===== config.mk =====
export PLATFORM = sky130hd
export DESIGN_NAME = hw_mailbox
export DESIGN_NICKNAME = d
export VERILOG_FILES = /design/src/rtl/mbx_pkg.sv /design/src/rtl/mbx_decode.sv /design/src/rtl/mbx_channel.sv /design/src/rtl/mbx_irq_map.sv /design/src/rtl/hw_mailbox.sv
export SDC_FILE = /design/constraint.sdc
export NUM_CORES = 2
export LEC_CHECK = 0
export BUFFER_PORTS_ARGS = -buffer_cell sky130_fd_sc_hd__buf_2
export CORE_MARGIN = 8
export CORE_UTILIZATION = 40
export CTS_CLUSTER_DIAMETER = 60
export CTS_CLUSTER_SIZE = 20
export DETAILED_ROUTE_END_ITERATION = 10
export MAX_ROUTING_LAYER = met4
export SYNTH_ARGS = -nofsm -noshare
export SYNTH_HDL_FRONTEND = slang
export SYNTH_SLANG_ARGS = --single-unit

===== constraint.sdc =====
create_clock -name clk -period 5.1 [get_ports clk]
set_input_delay 0.255 -clock clk [delete_from_list [all_inputs] [get_ports clk]]
set_output_delay 0.255 -clock clk [all_outputs]
set_load 0.1 [all_outputs]

===== src/rtl/mbx_pkg.sv =====
package mbx_pkg;
  localparam logic [31:0] LOCK_KEY = 32'h1ACCE551;

  localparam logic [3:0] REG_OWNER = 4'd0;
  localparam logic [3:0] REG_DSET  = 4'd1;
  localparam logic [3:0] REG_DCLR  = 4'd2;
  localparam logic [3:0] REG_DSTAT = 4'd3;
  localparam logic [3:0] REG_MODE  = 4'd4;
  localparam logic [3:0] REG_MASK  = 4'd5;
  localparam logic [3:0] REG_CLEAR = 4'd6;
  localparam logic [3:0] REG_SEND  = 4'd7;

  typedef enum logic [1:0] {
    CH_IDLE  = 2'd0,
    CH_OWNED = 2'd1,
    CH_SENT  = 2'd2,
    CH_ACKED = 2'd3
  } ch_state_e;

  function automatic logic [3:0] state_nibble(ch_state_e s);
    case (s)
      CH_IDLE:  return 4'h1;
      CH_OWNED: return 4'h2;
      CH_SENT:  return 4'h4;
      default:  return 4'h8;
    endcase
  endfunction
endpackage


===== src/rtl/mbx_decode.sv =====
module mbx_decode #(
  parameter int NUM_CH = 4,
  parameter int NUM_SRC = 6,
  parameter int AW = 12,
  parameter logic [11:0] STAT_BASE = 12'h800,
  parameter logic [11:0] LOCK_ADDR = 12'hA00
) (
  input  logic [AW-1:0]   addr,
  output logic [NUM_CH-1:0] ch_hit,
  output logic [3:0]      reg_idx,
  output logic            stat_hit,
  output logic [$clog2(NUM_SRC)-1:0] stat_idx,
  output logic            lock_hit
);
  localparam int SW = $clog2(NUM_SRC);

  logic unused_lsb;
  assign unused_lsb = ^addr[1:0];

  for (genvar c = 0; c < NUM_CH; c++) begin : g_hit
    assign ch_hit[c] = (addr[AW-1:6] == (AW-6)'(c));
  end

  assign reg_idx  = addr[5:2];
  assign stat_hit = (addr[AW-1:8] == STAT_BASE[AW-1:8]) && (addr[7:3] < 5'(NUM_SRC));
  assign stat_idx = addr[3+SW-1:3];
  assign lock_hit = (addr == LOCK_ADDR[AW-1:0]);
endmodule


===== src/rtl/mbx_channel.sv =====
module mbx_channel
  import mbx_pkg::*;
#(
  parameter int NUM_SRC = 6,
  parameter int NUM_DATA = 8
) (
  input  logic               clk,
  input  logic               rst_n,
  input  logic               wr_en,
  input  logic [3:0]         reg_idx,
  input  logic [NUM_SRC-1:0] wr_src,
  input  logic [31:0]        wdata,
  output logic [31:0]        rd_word,
  output logic [1:0]         state_o,
  output logic [NUM_SRC-1:0] owner_o,
  output logic [NUM_SRC-1:0] irq_o
);
  ch_state_e state_q;
  logic [NUM_SRC-1:0] owner_q, mask_q, dest_q;
  logic auto_q;
  logic [NUM_DATA-1:0][31:0] data_q;

  logic [NUM_SRC-1:0] wsrc;
  logic upper_zero, is_owner, val_is_owner, val_is_req, req_onehot;

  assign wsrc         = wdata[NUM_SRC-1:0];
  assign upper_zero   = (wdata[31:NUM_SRC] == '0);
  assign is_owner     = (state_q != CH_IDLE) && (wr_src == owner_q);
  assign val_is_owner = upper_zero && (wsrc == owner_q);
  assign val_is_req   = upper_zero && (wsrc == wr_src);
  assign req_onehot   = $onehot(wr_src);

  always_ff @(posedge clk) begin
    if (!rst_n) begin
      state_q <= CH_IDLE;
      owner_q <= '0;
      mask_q  <= '1;
      dest_q  <= '0;
      auto_q  <= 1'b0;
    end else if (wr_en) begin
      case (reg_idx)
        REG_OWNER: begin
          if (state_q == CH_IDLE && req_onehot && val_is_req) begin
            state_q <= CH_OWNED;
            owner_q <= wr_src;
          end else if (is_owner && val_is_owner) begin
            state_q <= CH_IDLE;
            owner_q <= '0;
            dest_q  <= '0;
            auto_q  <= 1'b0;
          end
        end
        REG_DSET:  if (is_owner) dest_q <= dest_q | wsrc;
        REG_DCLR:  if (is_owner) dest_q <= dest_q & ~wsrc;
        REG_MODE:  if (is_owner) auto_q <= wdata[0];
        REG_MASK:  if (is_owner) mask_q <= wsrc;
        REG_CLEAR: begin
          if (is_owner && state_q == CH_ACKED && (wsrc & owner_q) != '0)
            state_q <= CH_OWNED;
        end
        REG_SEND: begin
          if (state_q == CH_OWNED && is_owner && val_is_owner)
            state_q <= auto_q ? CH_ACKED : CH_SENT;
          else if (state_q == CH_SENT && req_onehot && val_is_req &&
                   (wr_src & dest_q) != '0)
            state_q <= CH_ACKED;
        end
        default: ;
      endcase
    end
  end

  for (genvar k = 0; k < NUM_DATA; k++) begin : g_data
    always_ff @(posedge clk) begin
      if (!rst_n)
        data_q[k] <= '0;
      else if (wr_en && is_owner && reg_idx == 4'(8 + k))
        data_q[k] <= wdata;
    end
  end

  always_comb begin
    rd_word = '0;
    case (reg_idx)
      REG_OWNER: rd_word[NUM_SRC-1:0] = owner_q;
      REG_DSTAT: rd_word[NUM_SRC-1:0] = dest_q;
      REG_MODE:  rd_word[7:0] = {state_nibble(state_q), 3'b000, auto_q};
      REG_MASK:  rd_word[NUM_SRC-1:0] = mask_q;
      default: begin
        for (int k = 0; k < NUM_DATA; k++)
          if (reg_idx == 4'(8 + k)) rd_word = data_q[k];
      end
    endcase
  end

  always_comb begin
    case (state_q)
      CH_SENT:  irq_o = dest_q & ~mask_q;
      CH_ACKED: irq_o = owner_q & ~mask_q;
      default:  irq_o = '0;
    endcase
  end

  assign state_o = state_q;
  assign owner_o = owner_q;
endmodule


===== src/rtl/mbx_irq_map.sv =====
module mbx_irq_map #(
  parameter int NUM_CH = 4,
  parameter int NUM_SRC = 6
) (
  input  logic [NUM_CH-1:0][NUM_SRC-1:0] ch_irq,
  output logic [NUM_SRC-1:0][NUM_CH-1:0] proc_stat,
  output logic [NUM_SRC-1:0]             irq_o
);
  for (genvar p = 0; p < NUM_SRC; p++) begin : g_proc
    for (genvar c = 0; c < NUM_CH; c++) begin : g_ch
      assign proc_stat[p][c] = ch_irq[c][p];
    end
    assign irq_o[p] = |proc_stat[p];
  end
endmodule


===== src/rtl/hw_mailbox.sv =====
module hw_mailbox
  import mbx_pkg::*;
#(
  parameter int NUM_CH = 4,
  parameter int NUM_SRC = 6,
  parameter int NUM_DATA = 8,
  parameter int AW = 12,
  parameter logic [11:0] STAT_BASE = 12'h800,
  parameter logic [11:0] LOCK_ADDR = 12'hA00
) (
  input  logic               clk,
  input  logic               rst_n,
  input  logic               req_valid,
  input  logic               req_write,
  input  logic [NUM_SRC-1:0] req_src,
  input  logic [AW-1:0]      req_addr,
  input  logic [31:0]        req_wdata,
  output logic               rsp_valid,
  output logic [31:0]        rsp_data,
  output logic [NUM_SRC-1:0] irq_o
);
  localparam int SW = $clog2(NUM_SRC);

  logic [NUM_CH-1:0] ch_hit;
  logic [3:0] reg_idx;
  logic stat_hit, lock_hit;
  logic [SW-1:0] stat_idx;
  logic locked_q;

  logic [NUM_CH-1:0][31:0] ch_rd_w;
  logic [NUM_CH-1:0][1:0] ch_state_w;
  logic [NUM_CH-1:0][NUM_SRC-1:0] ch_owner_w, ch_irq_w;
  logic [NUM_SRC-1:0][NUM_CH-1:0] proc_stat_w;
  logic [31:0] rd_mux;

  mbx_decode #(
    .NUM_CH(NUM_CH), .NUM_SRC(NUM_SRC), .AW(AW),
    .STAT_BASE(STAT_BASE), .LOCK_ADDR(LOCK_ADDR)
  ) u_decode (
    .addr(req_addr), .ch_hit(ch_hit), .reg_idx(reg_idx),
    .stat_hit(stat_hit), .stat_idx(stat_idx), .lock_hit(lock_hit)
  );

  always_ff @(posedge clk) begin
    if (!rst_n)
      locked_q <= 1'b1;
    else if (req_valid && req_write && lock_hit)
      locked_q <= (req_wdata != LOCK_KEY);
  end

  for (genvar c = 0; c < NUM_CH; c++) begin : g_ch
    mbx_channel #(.NUM_SRC(NUM_SRC), .NUM_DATA(NUM_DATA)) u_ch (
      .clk(clk), .rst_n(rst_n),
      .wr_en(req_valid && req_write && !locked_q && ch_hit[c]),
      .reg_idx(reg_idx), .wr_src(req_src), .wdata(req_wdata),
      .rd_word(ch_rd_w[c]), .state_o(ch_state_w[c]),
      .owner_o(ch_owner_w[c]), .irq_o(ch_irq_w[c])
    );
  end

  mbx_irq_map #(.NUM_CH(NUM_CH), .NUM_SRC(NUM_SRC)) u_irq (
    .ch_irq(ch_irq_w), .proc_stat(proc_stat_w), .irq_o(irq_o)
  );

  always_comb begin
    rd_mux = '0;
    if (lock_hit) rd_mux[0] = locked_q;
    for (int p = 0; p < NUM_SRC; p++)
      if (stat_hit && stat_idx == SW'(p)) rd_mux[NUM_CH-1:0] = proc_stat_w[p];
    for (int c = 0; c < NUM_CH; c++)
      if (ch_hit[c]) rd_mux = ch_rd_w[c];
  end

  always_ff @(posedge clk) begin
    if (!rst_n) begin
      rsp_valid <= 1'b0;
      rsp_data  <= '0;
    end else begin
      rsp_valid <= req_valid && !req_write;
      if (req_valid && !req_write) rsp_data <= rd_mux;
    end
  end
endmodule


==> metrics <==
status completed; maxcap violations 0; shortest clock period the worst path allows after layout 4.17 ns; first-pass GRT wire length 326000 um; Post-Route WL 223000 um; post-route worst setup slack 0.933 ns; latest clock arrival within the worst-skew pair 0.77 ns; post-synthesis instance area 51400 sq um; Setup Buffers After CTS 0; Initial DRT Pass Iterations 7; share of total power in the clock network 46.6%; fraction of the cycle the final worst path needs 81.7%; Max Buffers Root-to-Sink 3; share of layout cells above drive strength 1 9.61%; width of the chip 374 um; via-per-instance ratio 6.13; Power Density 330 nW/um^2; vias in the first global route 47100; total die area 140000 sq um; total setup violations reported at the end of the flow 0; leakage power of the design 0.0185 uW; part of the total power dissipated in combinational logic 6.2%; setup repair after global routing missed its margin false; CP Launch Type register; crit path capture type register; Layout Skew 0.0502 ns; DP Cell Count 8114; antenna violations before repair 10; Finished Core Util 44.8%; dpl hpwl 139000 um; cell count after synthesis 6831; filler-free cell count of the finished design 8328; sequential share of power 47.2%; initial core utilization 40.3%; Antenna Violating Nets Remaining 0; Setup Total Neg Slack 0 ns; # resized after CTS 0; CTS Buf Count 106; internal power of the cells 13800 uW; clock-pin slew on the worst setup and hold paths 0.08 ns; number of pins exceeding their max-slew limit in the final report 0; leading register cell type out of synthesis dfxtp_1; worst ir drop on vdd 0.259 mV; per-cell routed wire length 26.8 um; number of buffers inserted by port buffering 92; worst setup path category reg2reg; data required time of the worst path 5.74 ns; Core Footprint 128000 sq um; Die Span Y 374 um; sw frac 27.0%; arrival time of data at the critical path endpoint 4.81 ns; Iter 0 DRT Violations 7057; Yosys top cell area share 44.5%; Synth Warn # 0; Max transition margin 12.4%; Final GP Congestion 0.971; CTS tree yes; Post-Synthesis Net Count 6915; switching power summed over all nets 5100 uW; pin slew with the least headroom to its limit 1.31 ns; synthesis-stage register bit count 1142; largest net degree at the start of global routing 227; Final Net Count 6651; proportion of synthesized flip-flops having asynchronous set or reset 0%; standard-cell row count 131; drc violations 0; Post-Synthesis Mean Instance Area 7.52 sq um; setup slack at placement 1.00 ns; Post-synth EDFFs 0; post-synthesis sequential area ratio 44.5%; number of distinct standard cells referenced by the synthesized netlist 93; top area cells in the synthesized netlist dfxtp_1, nand2_1, a21oi_1; layout-stage area growth over the synthesis result 11.3%; top fanout value on the critical path 12; Peak Freq 0.240 GHz; Pwr Total 18900 uW; number of hold violations in the final report 0; Total Routing Usage GR 31.1%; H-Tree Depth 3; overall overflow remaining after global route 0; Clock Tree Root clkbuf_16; area leader, netlist dfxtp_1; Post-CTS Hold Buffers 7; count of vias placed by the detailed router 51100; Worst Hold Class in2reg; num ports 93; CTS sink count 1142
[stage by stage]
step           instance area [sq um]  hold slack (ns)
3_5_place_dp                   53300            0.443
6_report                       57200           0.0521
4_1_cts                        57200           0.0193
2_1_floorplan                  51400            0.431
3_3_place_gp                   53300            0.438
5_1_grt                        57200           0.0568
[critical path, cell delays in order, from the launching register on]
cell and delay, ns:
dfxtp_1 0.77, nor2_1 0.23, or4_1 0.58, nor4_2 0.60
nand2_1 0.69, nor3_2 0.78, a21oi_1 0.15, a211oi_1 0.25
[area by class of cell]
class / count / area (sq um)
well taps: 1662 / 2080
clock inverters: 77 / 988
flip-flops and latches: 1142 / 22900
fillers: 12700 / 70300
clock buffers: 121 / 2800
repair buffers: 311 / 2410
diodes: 9 / 22.5
multi-input cells: 4986 / 25900
inverters: 20 / 82.6
[path summary, 6_finish.rpt]
check                                                             end  slack, ns                                   from  depth (start not counted)
worst max-delay path              g_ch[1].u_ch.dest_q[2]$_SDFFE_PN0P_       0.93   g_ch[1].u_ch.state_o[0]$_SDFFE_PN0P_                          7
worst max register to register    g_ch[1].u_ch.dest_q[2]$_SDFFE_PN0P_       0.93   g_ch[1].u_ch.state_o[0]$_SDFFE_PN0P_                          7
worst min register to register  g_ch[1].u_ch.data_q[103]$_SDFFE_PN0P_       0.45  g_ch[1].u_ch.data_q[103]$_SDFFE_PN0P_                          2
worst min-delay path            g_ch[3].u_ch.data_q[125]$_SDFFE_PN0P_       0.05                          req_wdata[29]                          4
[cell usage after synthesis, types with 12 or more instances]
cell	count
buf_2	163
o22ai_1	33
inv_1	16
nand2_1	2287
clkbuf_1	481
nand2b_1	14
a222oi_1	26
a31oi_1	25
xor2_1	23
a22oi_1	102
mux2i_1	154
a21o_1	15
buf_1	25
a22o_1	15
nand3_1	67
nor3b_1	19
a211oi_1	38
o211ai_1	44
o2111ai_1	12
mux2_2	41
a21oi_1	1267
o2bb2ai_1	20
nor4_1	14
dfxtp_1	1142
a221o_1	12
ha_1	28
nor2b_1	16
a221oi_1	67
o21ai_0	154
nand4_1	37
nor2_1	180
o221ai_1	16
or4_1	14
nor3_1	31
[power by group through the flow]
stage	clock network, uW	registers, uW	logic, uW
after floorplan	0	9140	588
after global placement	0	9120	1120
after detailed placement	0	9120	1120
after CTS	8830	8920	1120
after global routing	9200	8910	1180
final	8790	8920	1170
[logic make-up (layout without fill, tap and decap cells)]
group	count (synthesis)	after routing	synth area share, %
buffers and inverters	703	529	5.64
other	0	9	0
and+or+nand+nor	2762	2762	21.8
xor gates and xnor gates	32	32	0.545
AOI/OAI and AO/OA	1956	1956	22.4
muxes	206	206	4.38
DFF	1142	1142	44.5
adders and majority gates	30	30	0.760
[placed cells by master (no fill, tap or decap), types with 18 or more instances in the layout]
| master | instances |
|---|---|
| a22oi_1 | 102 |
| a221oi_1 | 67 |
| nor3_1 | 29 |
| clkbuf_16 | 107 |
| buf_4 | 190 |
| a211oi_1 | 38 |
| o21ai_0 | 154 |
| o22ai_1 | 33 |
| nand4_1 | 37 |
| buf_2 | 90 |
| nand2_1 | 2287 |
| nor3b_1 | 19 |
| nand3_1 | 65 |
| o211ai_1 | 44 |
| nor2_2 | 19 |
| inv_6 | 18 |
| a21oi_1 | 1267 |
| buf_12 | 22 |
| a222oi_1 | 26 |
| a31oi_1 | 25 |
| xor2_1 | 23 |
| mux2i_1 | 154 |
| dfxtp_1 | 1142 |
| o2bb2ai_1 | 20 |
| ha_1 | 28 |
| nor2_1 | 159 |
| mux2_2 | 41 |
[sequential cells by signal, indices dropped and copies added, names as in the netlist]
register	count
g_ch.u_ch.auto_q	4
g_ch.u_ch.data_q	1024
g_ch.u_ch.dest_q	24
g_ch.u_ch.mask_q	24
g_ch.u_ch.owner_o	24
g_ch.u_ch.state_o	8
locked_q	1
rsp_data	32
rsp_valid	1
[metal layers]
metal	track usage, %	vias up	share of wire, %
li1	-	22800	-
met5	-	-	0
met4	15.0	0	5.8
met3	7.17	647	12
met2	45.3	3148	43
met1	40.6	24400	40
(Power assumes the default switching activity.)
